===== config.mk =====
export PLATFORM = sky130hd
export DESIGN_NAME = dpwm_gen
export DESIGN_NICKNAME = d
export VERILOG_FILES = /design/src/rtl/dpwm_pkg.sv /design/src/rtl/dpwm_regs.sv /design/src/rtl/dpwm_prescaler.sv /design/src/rtl/dpwm_phase.sv /design/src/rtl/dpwm_gen.sv
export SDC_FILE = /design/constraint.sdc
export NUM_CORES = 1
export LEC_CHECK = 0
export ABC_CLOCK_PERIOD_IN_PS = 4300
export CAP_MARGIN = 20
export CORE_MARGIN = 3
export CORE_UTILIZATION = 45
export CTS_CLUSTER_DIAMETER = 80
export DETAILED_ROUTE_END_ITERATION = 10
export DONT_BUFFER_PORTS = 1
export HOLD_SLACK_MARGIN = 0.12
export SYNTH_ARGS = -nofsm -noshare
export SYNTH_HDL_FRONTEND = slang
export SYNTH_SLANG_ARGS = --single-unit

===== constraint.sdc =====
create_clock -name clk_i -period 4.3 [get_ports clk_i]
set_clock_uncertainty 0.2 [all_clocks]
set_input_delay 0.645 -clock clk_i [delete_from_list [all_inputs] [get_ports clk_i]]
set_output_delay 0.645 -clock clk_i [all_outputs]
set_load 0.02 [all_outputs]

===== src/rtl/dpwm_pkg.sv =====
package dpwm_pkg;
  localparam int NUM_CH  = 2;
  localparam int NUM_SRC = 4;
  localparam int SEL_W   = $clog2(NUM_SRC);
  localparam int DIV_W   = 7;
  localparam int CNT_W   = 16;
  localparam int DATA_W  = 32;

  // control word layout; software depends on these positions
  localparam int EN_LSB   = 0;
  localparam int SEL_LSB  = 4;
  localparam int DIV_LSB  = 8;
  localparam int CH_STEP  = 8;   // prescaler/gate stride between channels
  localparam int GATE_OFS = 7;   // gate sits right above the prescaler

  localparam int CTRL_IDX = NUM_CH;  // word index of the control register

  typedef struct packed {
    logic             en;
    logic             gate;
    logic [SEL_W-1:0] sel;
    logic [DIV_W-1:0] div;
  } ch_cfg_t;

  typedef struct packed {
    logic [CNT_W-1:0] hi;
    logic [CNT_W-1:0] lo;
  } ch_cnt_t;

  function automatic logic [DATA_W-1:0] ctrl_mask();
    logic [DATA_W-1:0] m;
    m = '0;
    for (int c = 0; c < NUM_CH; c++) begin
      m[EN_LSB + c] = 1'b1;
      m[SEL_LSB + SEL_W*c +: SEL_W] = '1;
      m[DIV_LSB + CH_STEP*c +: DIV_W] = '1;
      m[DIV_LSB + CH_STEP*c + GATE_OFS] = 1'b1;
    end
    return m;
  endfunction
endpackage


===== src/rtl/dpwm_regs.sv =====
module dpwm_regs
  import dpwm_pkg::*;
#(
  parameter int ADDR_W = 4
) (
  input  logic              clk_i,
  input  logic              rst_ni,
  input  logic              wr_en_i,
  input  logic              rd_en_i,
  input  logic [ADDR_W-1:0] addr_i,
  input  logic [DATA_W-1:0] wdata_i,
  output logic [DATA_W-1:0] rdata_o,
  output ch_cfg_t           cfg_o [NUM_CH],
  output ch_cnt_t           cnt_o [NUM_CH]
);
  localparam int IDX_W = ADDR_W - 2;
  localparam logic [DATA_W-1:0] CMASK = ctrl_mask();

  logic [IDX_W-1:0]  idx;
  logic [1:0]        unused_addr_lsb;
  logic [DATA_W-1:0] ctrl_q;
  logic [DATA_W-1:0] cnt_q [NUM_CH];
  logic [DATA_W-1:0] rdata_d;

  assign idx             = addr_i[ADDR_W-1:2];
  assign unused_addr_lsb = addr_i[1:0];

  always_ff @(posedge clk_i or negedge rst_ni) begin
    if (!rst_ni) begin
      ctrl_q <= '0;
    end else if (wr_en_i && idx == IDX_W'(CTRL_IDX)) begin
      ctrl_q <= wdata_i & CMASK;
    end
  end

  for (genvar c = 0; c < NUM_CH; c++) begin : g_cnt
    always_ff @(posedge clk_i or negedge rst_ni) begin
      if (!rst_ni) begin
        cnt_q[c] <= '0;
      end else if (wr_en_i && idx == IDX_W'(c)) begin
        cnt_q[c] <= wdata_i;
      end
    end

    assign cnt_o[c].hi   = cnt_q[c][DATA_W-1 -: CNT_W];
    assign cnt_o[c].lo   = cnt_q[c][CNT_W-1:0];
    assign cfg_o[c].en   = ctrl_q[EN_LSB + c];
    assign cfg_o[c].sel  = ctrl_q[SEL_LSB + SEL_W*c +: SEL_W];
    assign cfg_o[c].div  = ctrl_q[DIV_LSB + CH_STEP*c +: DIV_W];
    assign cfg_o[c].gate = ctrl_q[DIV_LSB + CH_STEP*c + GATE_OFS];
  end

  always_comb begin
    rdata_d = '0;
    for (int c = 0; c < NUM_CH; c++) begin
      if (idx == IDX_W'(c)) rdata_d = cnt_q[c];
    end
    if (idx == IDX_W'(CTRL_IDX)) rdata_d = ctrl_q;
  end

  always_ff @(posedge clk_i or negedge rst_ni) begin
    if (!rst_ni) begin
      rdata_o <= '0;
    end else if (rd_en_i) begin
      rdata_o <= rdata_d;
    end
  end
endmodule


===== src/rtl/dpwm_prescaler.sv =====
module dpwm_prescaler #(
  parameter int DIV_W = 7
) (
  input  logic             clk_i,
  input  logic             rst_ni,
  input  logic             run_i,
  input  logic             tick_i,
  input  logic [DIV_W-1:0] div_i,
  output logic             tick_o
);
  logic [DIV_W-1:0] cnt_q;
  logic             wrap;

  // >= keeps the divider safe if a smaller value lands mid-count
  assign wrap   = cnt_q >= div_i;
  assign tick_o = run_i && tick_i && wrap;

  always_ff @(posedge clk_i or negedge rst_ni) begin
    if (!rst_ni) begin
      cnt_q <= '0;
    end else if (!run_i) begin
      cnt_q <= '0;
    end else if (tick_i) begin
      cnt_q <= wrap ? '0 : cnt_q + 1'b1;
    end
  end
endmodule


===== src/rtl/dpwm_phase.sv =====
module dpwm_phase #(
  parameter int CNT_W = 16,
  parameter int DIV_W = 7
) (
  input  logic             clk_i,
  input  logic             rst_ni,
  input  logic             run_i,
  input  logic             ptick_i,
  input  logic [CNT_W-1:0] hi_i,
  input  logic [CNT_W-1:0] lo_i,
  input  logic [DIV_W-1:0] div_i,
  output logic             pwm_o,
  output logic             active_o,
  output logic             load_o,
  output logic [DIV_W-1:0] div_o
);
  logic             active_q;
  logic             hi_ph_q;
  logic [CNT_W-1:0] cnt_q;
  logic [CNT_W-1:0] hi_s_q;
  logic [CNT_W-1:0] lo_s_q;
  logic [DIV_W-1:0] div_s_q;
  logic [CNT_W:0]   cnt_inc;
  logic [CNT_W:0]   lo_eff;
  logic             hi_done;
  logic             lo_done;

  assign load_o   = run_i && !active_q;
  assign cnt_inc  = {1'b0, cnt_q} + 1'b1;
  // a zero low count still costs one tick
  assign lo_eff   = (lo_s_q == '0) ? (CNT_W+1)'(1) : {1'b0, lo_s_q};
  assign hi_done  = cnt_inc >= {1'b0, hi_s_q};
  assign lo_done  = cnt_inc >= lo_eff;
  assign pwm_o    = active_q && run_i && hi_ph_q;
  assign active_o = active_q;
  assign div_o    = div_s_q;

  always_ff @(posedge clk_i or negedge rst_ni) begin
    if (!rst_ni) begin
      active_q <= 1'b0;
      hi_ph_q  <= 1'b0;
      cnt_q    <= '0;
      hi_s_q   <= '0;
      lo_s_q   <= '0;
      div_s_q  <= '0;
    end else if (!run_i) begin
      active_q <= 1'b0;
      hi_ph_q  <= 1'b0;
      cnt_q    <= '0;
    end else if (load_o) begin
      active_q <= 1'b1;
      hi_s_q   <= hi_i;
      lo_s_q   <= lo_i;
      div_s_q  <= div_i;
      hi_ph_q  <= hi_i != '0;
      cnt_q    <= '0;
    end else if (ptick_i) begin
      if (hi_ph_q) begin
        if (hi_done) begin
          hi_ph_q <= 1'b0;
          cnt_q   <= '0;
        end else begin
          cnt_q <= cnt_inc[CNT_W-1:0];
        end
      end else if (lo_done) begin
        // period boundary: pick up the latest settings
        hi_s_q  <= hi_i;
        lo_s_q  <= lo_i;
        div_s_q <= div_i;
        hi_ph_q <= hi_i != '0;
        cnt_q   <= '0;
      end else begin
        cnt_q <= cnt_inc[CNT_W-1:0];
      end
    end
  end
endmodule


===== src/rtl/dpwm_gen.sv =====
module dpwm_gen
  import dpwm_pkg::*;
#(
  parameter int ADDR_W = 4
) (
  input  logic              clk_i,
  input  logic              rst_ni,
  input  logic              wr_en_i,
  input  logic              rd_en_i,
  input  logic [ADDR_W-1:0] addr_i,
  input  logic [DATA_W-1:0] wdata_i,
  output logic [DATA_W-1:0] rdata_o,
  input  logic [NUM_SRC-1:0] tick_i,
  output logic [NUM_CH-1:0] pwm_o
);
  ch_cfg_t           cfg [NUM_CH];
  ch_cnt_t           cnt [NUM_CH];
  logic [NUM_CH-1:0] ch_run;
  logic [NUM_CH-1:0] ch_ptick;
  logic [NUM_CH-1:0] ch_load;
  logic [NUM_CH-1:0] ch_active;
  logic [NUM_CH-1:0] ch_hi_zero;

  dpwm_regs #(.ADDR_W(ADDR_W)) u_regs (
    .clk_i   (clk_i),
    .rst_ni  (rst_ni),
    .wr_en_i (wr_en_i),
    .rd_en_i (rd_en_i),
    .addr_i  (addr_i),
    .wdata_i (wdata_i),
    .rdata_o (rdata_o),
    .cfg_o   (cfg),
    .cnt_o   (cnt)
  );

  for (genvar c = 0; c < NUM_CH; c++) begin : g_ch
    logic             src_tick;
    logic [DIV_W-1:0] div_s;

    assign ch_run[c]     = cfg[c].en && cfg[c].gate;
    assign src_tick      = tick_i[cfg[c].sel];
    assign ch_hi_zero[c] = cnt[c].hi == '0;

    dpwm_prescaler #(.DIV_W(DIV_W)) u_pre (
      .clk_i  (clk_i),
      .rst_ni (rst_ni),
      .run_i  (ch_run[c] && ch_active[c]),
      .tick_i (src_tick),
      .div_i  (div_s),
      .tick_o (ch_ptick[c])
    );

    dpwm_phase #(.CNT_W(CNT_W), .DIV_W(DIV_W)) u_phase (
      .clk_i    (clk_i),
      .rst_ni   (rst_ni),
      .run_i    (ch_run[c]),
      .ptick_i  (ch_ptick[c]),
      .hi_i     (cnt[c].hi),
      .lo_i     (cnt[c].lo),
      .div_i    (cfg[c].div),
      .pwm_o    (pwm_o[c]),
      .active_o (ch_active[c]),
      .load_o   (ch_load[c]),
      .div_o    (div_s)
    );
  end
endmodule


After elaboration in Yosys (flattened, before gate mapping)

Cells that the tools add are included.

Add/sub/neg operators: 4
Magnitude comparators: 8
Eq/ne operators: 10
Muxes and demuxes: 67
Reduce and logical (&&, ||, !) cells: 28

Operators by type and width:

| kind                  | number |
|---|---|
| $mux 16               | 30 |
| $mux 7                | 14 |
| $mux 32               | 3 |
| $add 16x1->17 const B | 2 |
| $ge 17x16->1          | 2 |
| $ge 17x17->1          | 2 |
| $logic_not 16->1      | 2 |
| $reduce_bool 16->1    | 2 |
| $mux 1                | 18 |
| $logic_and 1x1->1     | 15 |
| $add 7x1->7 const B   | 2 |
| $ge 7x7->1            | 2 |
| $ne 2x2->1 const B    | 4 |
| $reduce_and 4->1      | 2 |
| $reduce_bool 2->1     | 4 |
| $lt 2x3->1 const B    | 2 |
| $ne 3x3->1 const B    | 2 |
| $bmux 1 s2            | 2 |
| $ne 2x1->1 const B    | 2 |
| $eq 2x1->1 const B    | 1 |
| $eq 2x2->1 const B    | 1 |
| $logic_not 1->1       | 2 |
| $logic_not 2->1       | 1 |

Flip-flop bits (word level): 246
Output and inout port bits: 34

Logic depth before layout (Yosys ltp)

Depth after elaboration: 8
Mapped depth: 16
Mapped depth without buffers: 14

Hierarchy

A second synthesis with hierarchy kept.

Cells, all modules: 1079
Area total of the unflattened synthesis: 13037.5 um2

By module, submodules not included:

| module                        | times used | cells an instance | area each (um2) |
|---|---|---|---|
| dpwm_regs                     | 1          | 353               | 5104.9 |
| dpwm_phase at g_ch[1].u_phase | 1          | 303               | 3364.5 |
| dpwm_phase at g_ch[0].u_phase | 1          | 299               | 3354.5 |
| dpwm_prescaler                | 2          | 59                | 571.8 |
| dpwm_gen                      | 1          | 6                 | 70.1 |

Least setup slack after synthesis

No wires, ideal clock.

Path type: register to register
Start point: register g_ch[0].u_phase.cnt_q[2]
End point: register g_ch[0].u_phase.div_s_q[0]
Setup time: 125 ps
Arrival time: 3646 ps
Data required time: 3975 ps
Slack: 329 ps
Stages on the path, launching flop included: 17
Cell sequence: dfrtp_1 nand3_1 or4_1 nor2_1 nand2_1 o21ai_0 nand2_1 ha_1 nand3_1 nor2_1 a2111oi_0 a2bb2oi_1 a31oi_1 a22oi_1 buf_4 buf_6 mux2_2

Cells in the longest elaborated chain, start to end: 4

RTL lines:

| element                     | RTL line         | RTL |
|---|---|---|
| from (decl)                 | dpwm_phase.sv:19 | `logic [CNT_W-1:0] cnt_q;` |
| from (signal assigned)      | dpwm_phase.sv:63 | `cnt_q <= cnt_inc[CNT_W-1:0];` |
| from (signal assigned)      | dpwm_phase.sv:73 | `cnt_q <= cnt_inc[CNT_W-1:0];` |
| $add 16x1->17               | dpwm_phase.sv:29 | `assign cnt_inc = {1'b0, cnt_q} + 1'b1;` |
| $ge 17x17->1                | dpwm_phase.sv:33 | `assign lo_done = cnt_inc >= lo_eff;` |
| $reduce_bool 2->1 (no line) | n/a              |  |
| $reduce_and 4->1 (no line)  | n/a              |  |
| to (signal assigned)        | dpwm_phase.sv:54 | `div_s_q <= div_i;` |
| to (signal assigned)        | dpwm_phase.sv:69 | `div_s_q <= div_i;` |
| to (decl)                   | dpwm_phase.sv:22 | `logic [DIV_W-1:0] div_s_q;` |

No other way between the ends.
A chain may end at the register's enable or synchronous reset.

Worst setup path after layout

Start point: register g_ch[0].u_phase.cnt_q[3]
End point: register g_ch[0].u_phase.div_s_q[5]

Same word-level chain as after synthesis.

==> key figures <==
Run status
  • Outcome: complete, but fails checks
  • Failing checks: negative hold slack

Worst setup path
  • Worst EP required: ~4.5 ns
  • Crit path kind: flop to flop
  • Worst Path Arrival: about 4.3 ns
  • Crit start category: flop
  • Crit Path Max Fanout: 11
  • Nature of the critical path endpoint: flop

Timing
  • PnR worst setup slack: a little over 0.2 ns
  • Hold WS: -0.383 ns
  • Least-Margin Pin Slew: ~1.1 ns
  • Max_slew headroom: about 27%
  • Tcrit/Tclk final: between 90 and 100%
  • Slew Limit Fails: 0
  • Fin crit period: a little over 4 ns
  • Max Fclk: around 240 MHz
  • Final Setup Violations: 0
  • Hold Fails Final Rpt: between 200 and 250

Routing
  • Drt initial violations: around 640
  • Drt first pass iters: 5
  • Remaining DRCs: 0
  • WL/cell: between 15 and 20 um
  • Detail Route Antenna Nets: 0
  • Drt total wl: 30700 um
  • Via count: roughly 8900
  • Vias/cell: around 5.5

Pwr
  • P_sw: between 2000 and 2500 uW
  • Tot Pwr: between 7000 and 8000 uW
  • Cell Int Power: between 5000 and 6000 uW
  • Leak: around 0.007 uW
  • Peak supply drop: ~0.00034 V
  • Clock network power share: between 30% and 40%
  • Sequential Power Share: a little under half
  • Sw Ratio: about 30%
  • Comb pwr share: between 20% and 30%
  • Cell Pwr Density: ~500 nW/um2

Logic synthesis
  • Post-synth ARST share: between 90% and 100%
  • Top cells by area, synth: dfrtp_1 (48%), mux2_2 (13%), ha_1 (7.9%)
  • Cell count after synthesis: between 1000 and 1500
  • Net count after synthesis: about 1300
  • Synth area leader: dfrtp_1
  • Main flop type after synthesis: dfrtp_1
  • Syn_area_per_cell: ~11 um2
  • Register area share after synthesis: approximately 48%
  • Synth top cells by count: dfrtp_1 (246), mux2_2 (154), inv_1 (97), ha_1 (82), nor2_1 (77)
  • Synthesis-stage register bit count: 246
  • Syn. warnings: 0
  • Count leader, synth: dfrtp_1
  • Post-synth EDFFs: 0
  • Unique masters post-synth: a little under 70
  • Synthesized cell area: approximately 13000 um2
  • Top cell type's share of synthesized area: 47.6%

CTS
  • CTS tree: yes
  • Hold Buf Count CTS: 33
  • CTS clk-pin slew, worst paths: 0.06 ns
  • H-tree depth: 1
  • Root Buffer: clkbuf_16
  • Worst skew pair latency: roughly 0.53 ns
  • TritonCTS Buffers: 27
  • CTS Sinks: 246
  • Longest Clk Path Bufs: 3

Global routing
  • Vias in the first global route: between 8000 and 9000
  • GRT Total Usage: about 20%
  • First-pass GRT wire length: a little under 50000 um
  • Total global routing overflow: 0
  • Initial antenna violation count: 4
  • Largest net degree at the start of global routing: about 250

Die
  • Initial cell density of the core: a little under half
  • Area of the die: approximately 31000 um2
  • Floorplan core area: between 20000 and 30000 um2
  • Chip width: around 180 um
  • Top Ports: 78
  • Chip Height: roughly 180 um
  • Number of placement rows: 61

Layout
  • Layout area overhead: 14.9%
  • Share of cells above drive strength 1: between 20% and 30%
  • Footprint of the multi-input gates: between 6000 and 7000 um2
  • Register area: just over 6000 um2
  • Post-layout nets: ~1300
  • Filler cells: around 2400
  • Core Util, Final: between 50% and 60%
  • Finished Cell Area: 14800 um2

Hold path
  • Type of the worst min-delay path: input port to asynchronous set/reset pin

Placed design
  • DP Worst Slack: about 0.067 ns
  • Number of port buffers: 0
  • Routability cong.: 0.874
  • Dpl hpwl: 21700 um
  • Post-placement cell area: ~13000 um2

Job
  • Max Cap Viol: 0
==> area by class of cell <==
cell class | instances | area share [%]
Clock inverter | 13 | 1.33
Sequential cell | 246 | 41.5
Tap cell | 378 | 3.19
Antenna cell | 1 | 0.0169
Timing Repair Buffer | 72 | 4.64
Inverter | 97 | 2.45
Multi-Input combinational cell | 771 | 41.6
Clock buffer | 36 | 5.25
==> cell usage in the layout (no fill, tap or decap), types with 13 or more instances in the layout <==
cell type      count
a211oi_1          13
clkbuf_16         28
dlygate4sd3_1     32
xnor2_1           16
nand4_1           14
ha_1              82
o21ai_0           32
dfrtp_1          246
a21o_1            15
o211ai_1          13
nand2_1           64
nor4_1            17
nand3_1           28
a21oi_1           67
nand2b_1          14
buf_4             35
mux2_2           154
inv_1             97
nor2_1            77
mux2i_1           32
==> worst max-delay path, stage by stage, from the launching register on <==
cell and delay (ns):
dfrtp_1 0.39, nand3_1 0.13, or4_1 0.54, nor2_1 0.15
nand2_1 0.12, o21ai_2 0.18, nand2_1 0.11, ha_1 0.34
nand3_1 0.13, nor2_1 0.07, a2111oi_2 0.40, a2bb2oi_2 0.21
a31oi_1 0.13, a22oi_2 0.18, buf_4 0.15, buf_4 0.19
mux2_2 0.35
==> power by group through the flow <==
stage               combinational (uW)  sequential (uW)  clock (uW)
floorplan                         1320             3260           0
global placement                  1550             3440           0
detailed placement                1590             3460           0
CTS                               1640             3420        2580
global route                      1870             3500        2680
finish                            1650             3420        2520
==> cell families (layout without fill, tap and decap cells) <==
kind of cell,Yosys count,in the layout,share of synthesized area (%)
simple gates,261,261,9.88
flops,246,246,47.6
compound gates,206,206,10.7
mux,199,199,17.5
buf+inv,145,218,4.81
fa+ha+maj,82,82,7.94
xor+xnor,23,23,1.56
other cells,0,1,0
==> worst paths after layout <==
path / startpoint / end / slack (ns) / cells past startpoint
worst max register to register: g_ch[0].u_phase.cnt_q[3]$_DFFE_PN0P_ / g_ch[0].u_phase.div_o[5]$_DFFE_PN0P_ / 0.21 / 16
worst min register to register: g_ch[0].u_phase.div_o[2]$_DFFE_PN0P_ / g_ch[0].u_phase.div_o[2]$_DFFE_PN0P_ / 0.30 / 1
max in group asynchronous: rst_ni / g_ch[0].u_phase.hi_ph_q$_DFFE_PN0P_ / 3.78 / 0
min in group clk_i: addr_i[2] / u_regs.rdata_o[10]$_DFFE_PN0P_ / 0.17 / 3
worst max-delay path: g_ch[0].u_phase.cnt_q[3]$_DFFE_PN0P_ / g_ch[0].u_phase.div_o[5]$_DFFE_PN0P_ / 0.21 / 16
worst min-delay path: rst_ni / g_ch[1].u_pre.cnt_q[6]$_DFFE_PN0P_ / -0.38 / 0
==> metrics by stage <==
step / std cells / hold slack (ns) / setup TNS, ns
after CTS: 1609 / -0.405 / 0
final: 1614 / -0.383 / 0
after global routing: 1614 / -0.414 / -0.474
after global placement: 1527 / 0.161 / 0
after detailed placement: 1527 / 0.164 / 0
after floorplan: 1162 / 0.149 / 0
==> metal layers <==
layer  part of all wire, %  routed length, um  GRT usage, %
met5                  0.11                 34             0
met4                   2.9                897          5.84
met3                   3.6               1100          3.26
met2                    47              14500          32.7
met1                    46              14200          27.8
==> registers in the layout (all words and copies together) (netlist names) <==
name and flops:
g_ch.u_phase.cnt_q 32, g_ch.u_phase.hi_ph_q 2, u_regs.cnt_o 64, g_ch.u_phase.hi_s_q 32
u_regs.rdata_o 32, g_ch.u_phase.div_o 14, u_regs.ctrl_q 22, g_ch.u_phase.lo_s_q 32
g_ch.u_pre.cnt_q 14, g_ch.u_phase.active_o 2
==> timing repair <==
item,4_1_cts,5_1_grt
endpoints found under the setup margin,0,69
setup buffers,0,3
hold endpoints to repair,364,246
resized for setup,0,6
No activity file was read; power rests on OpenSTA's default activity.
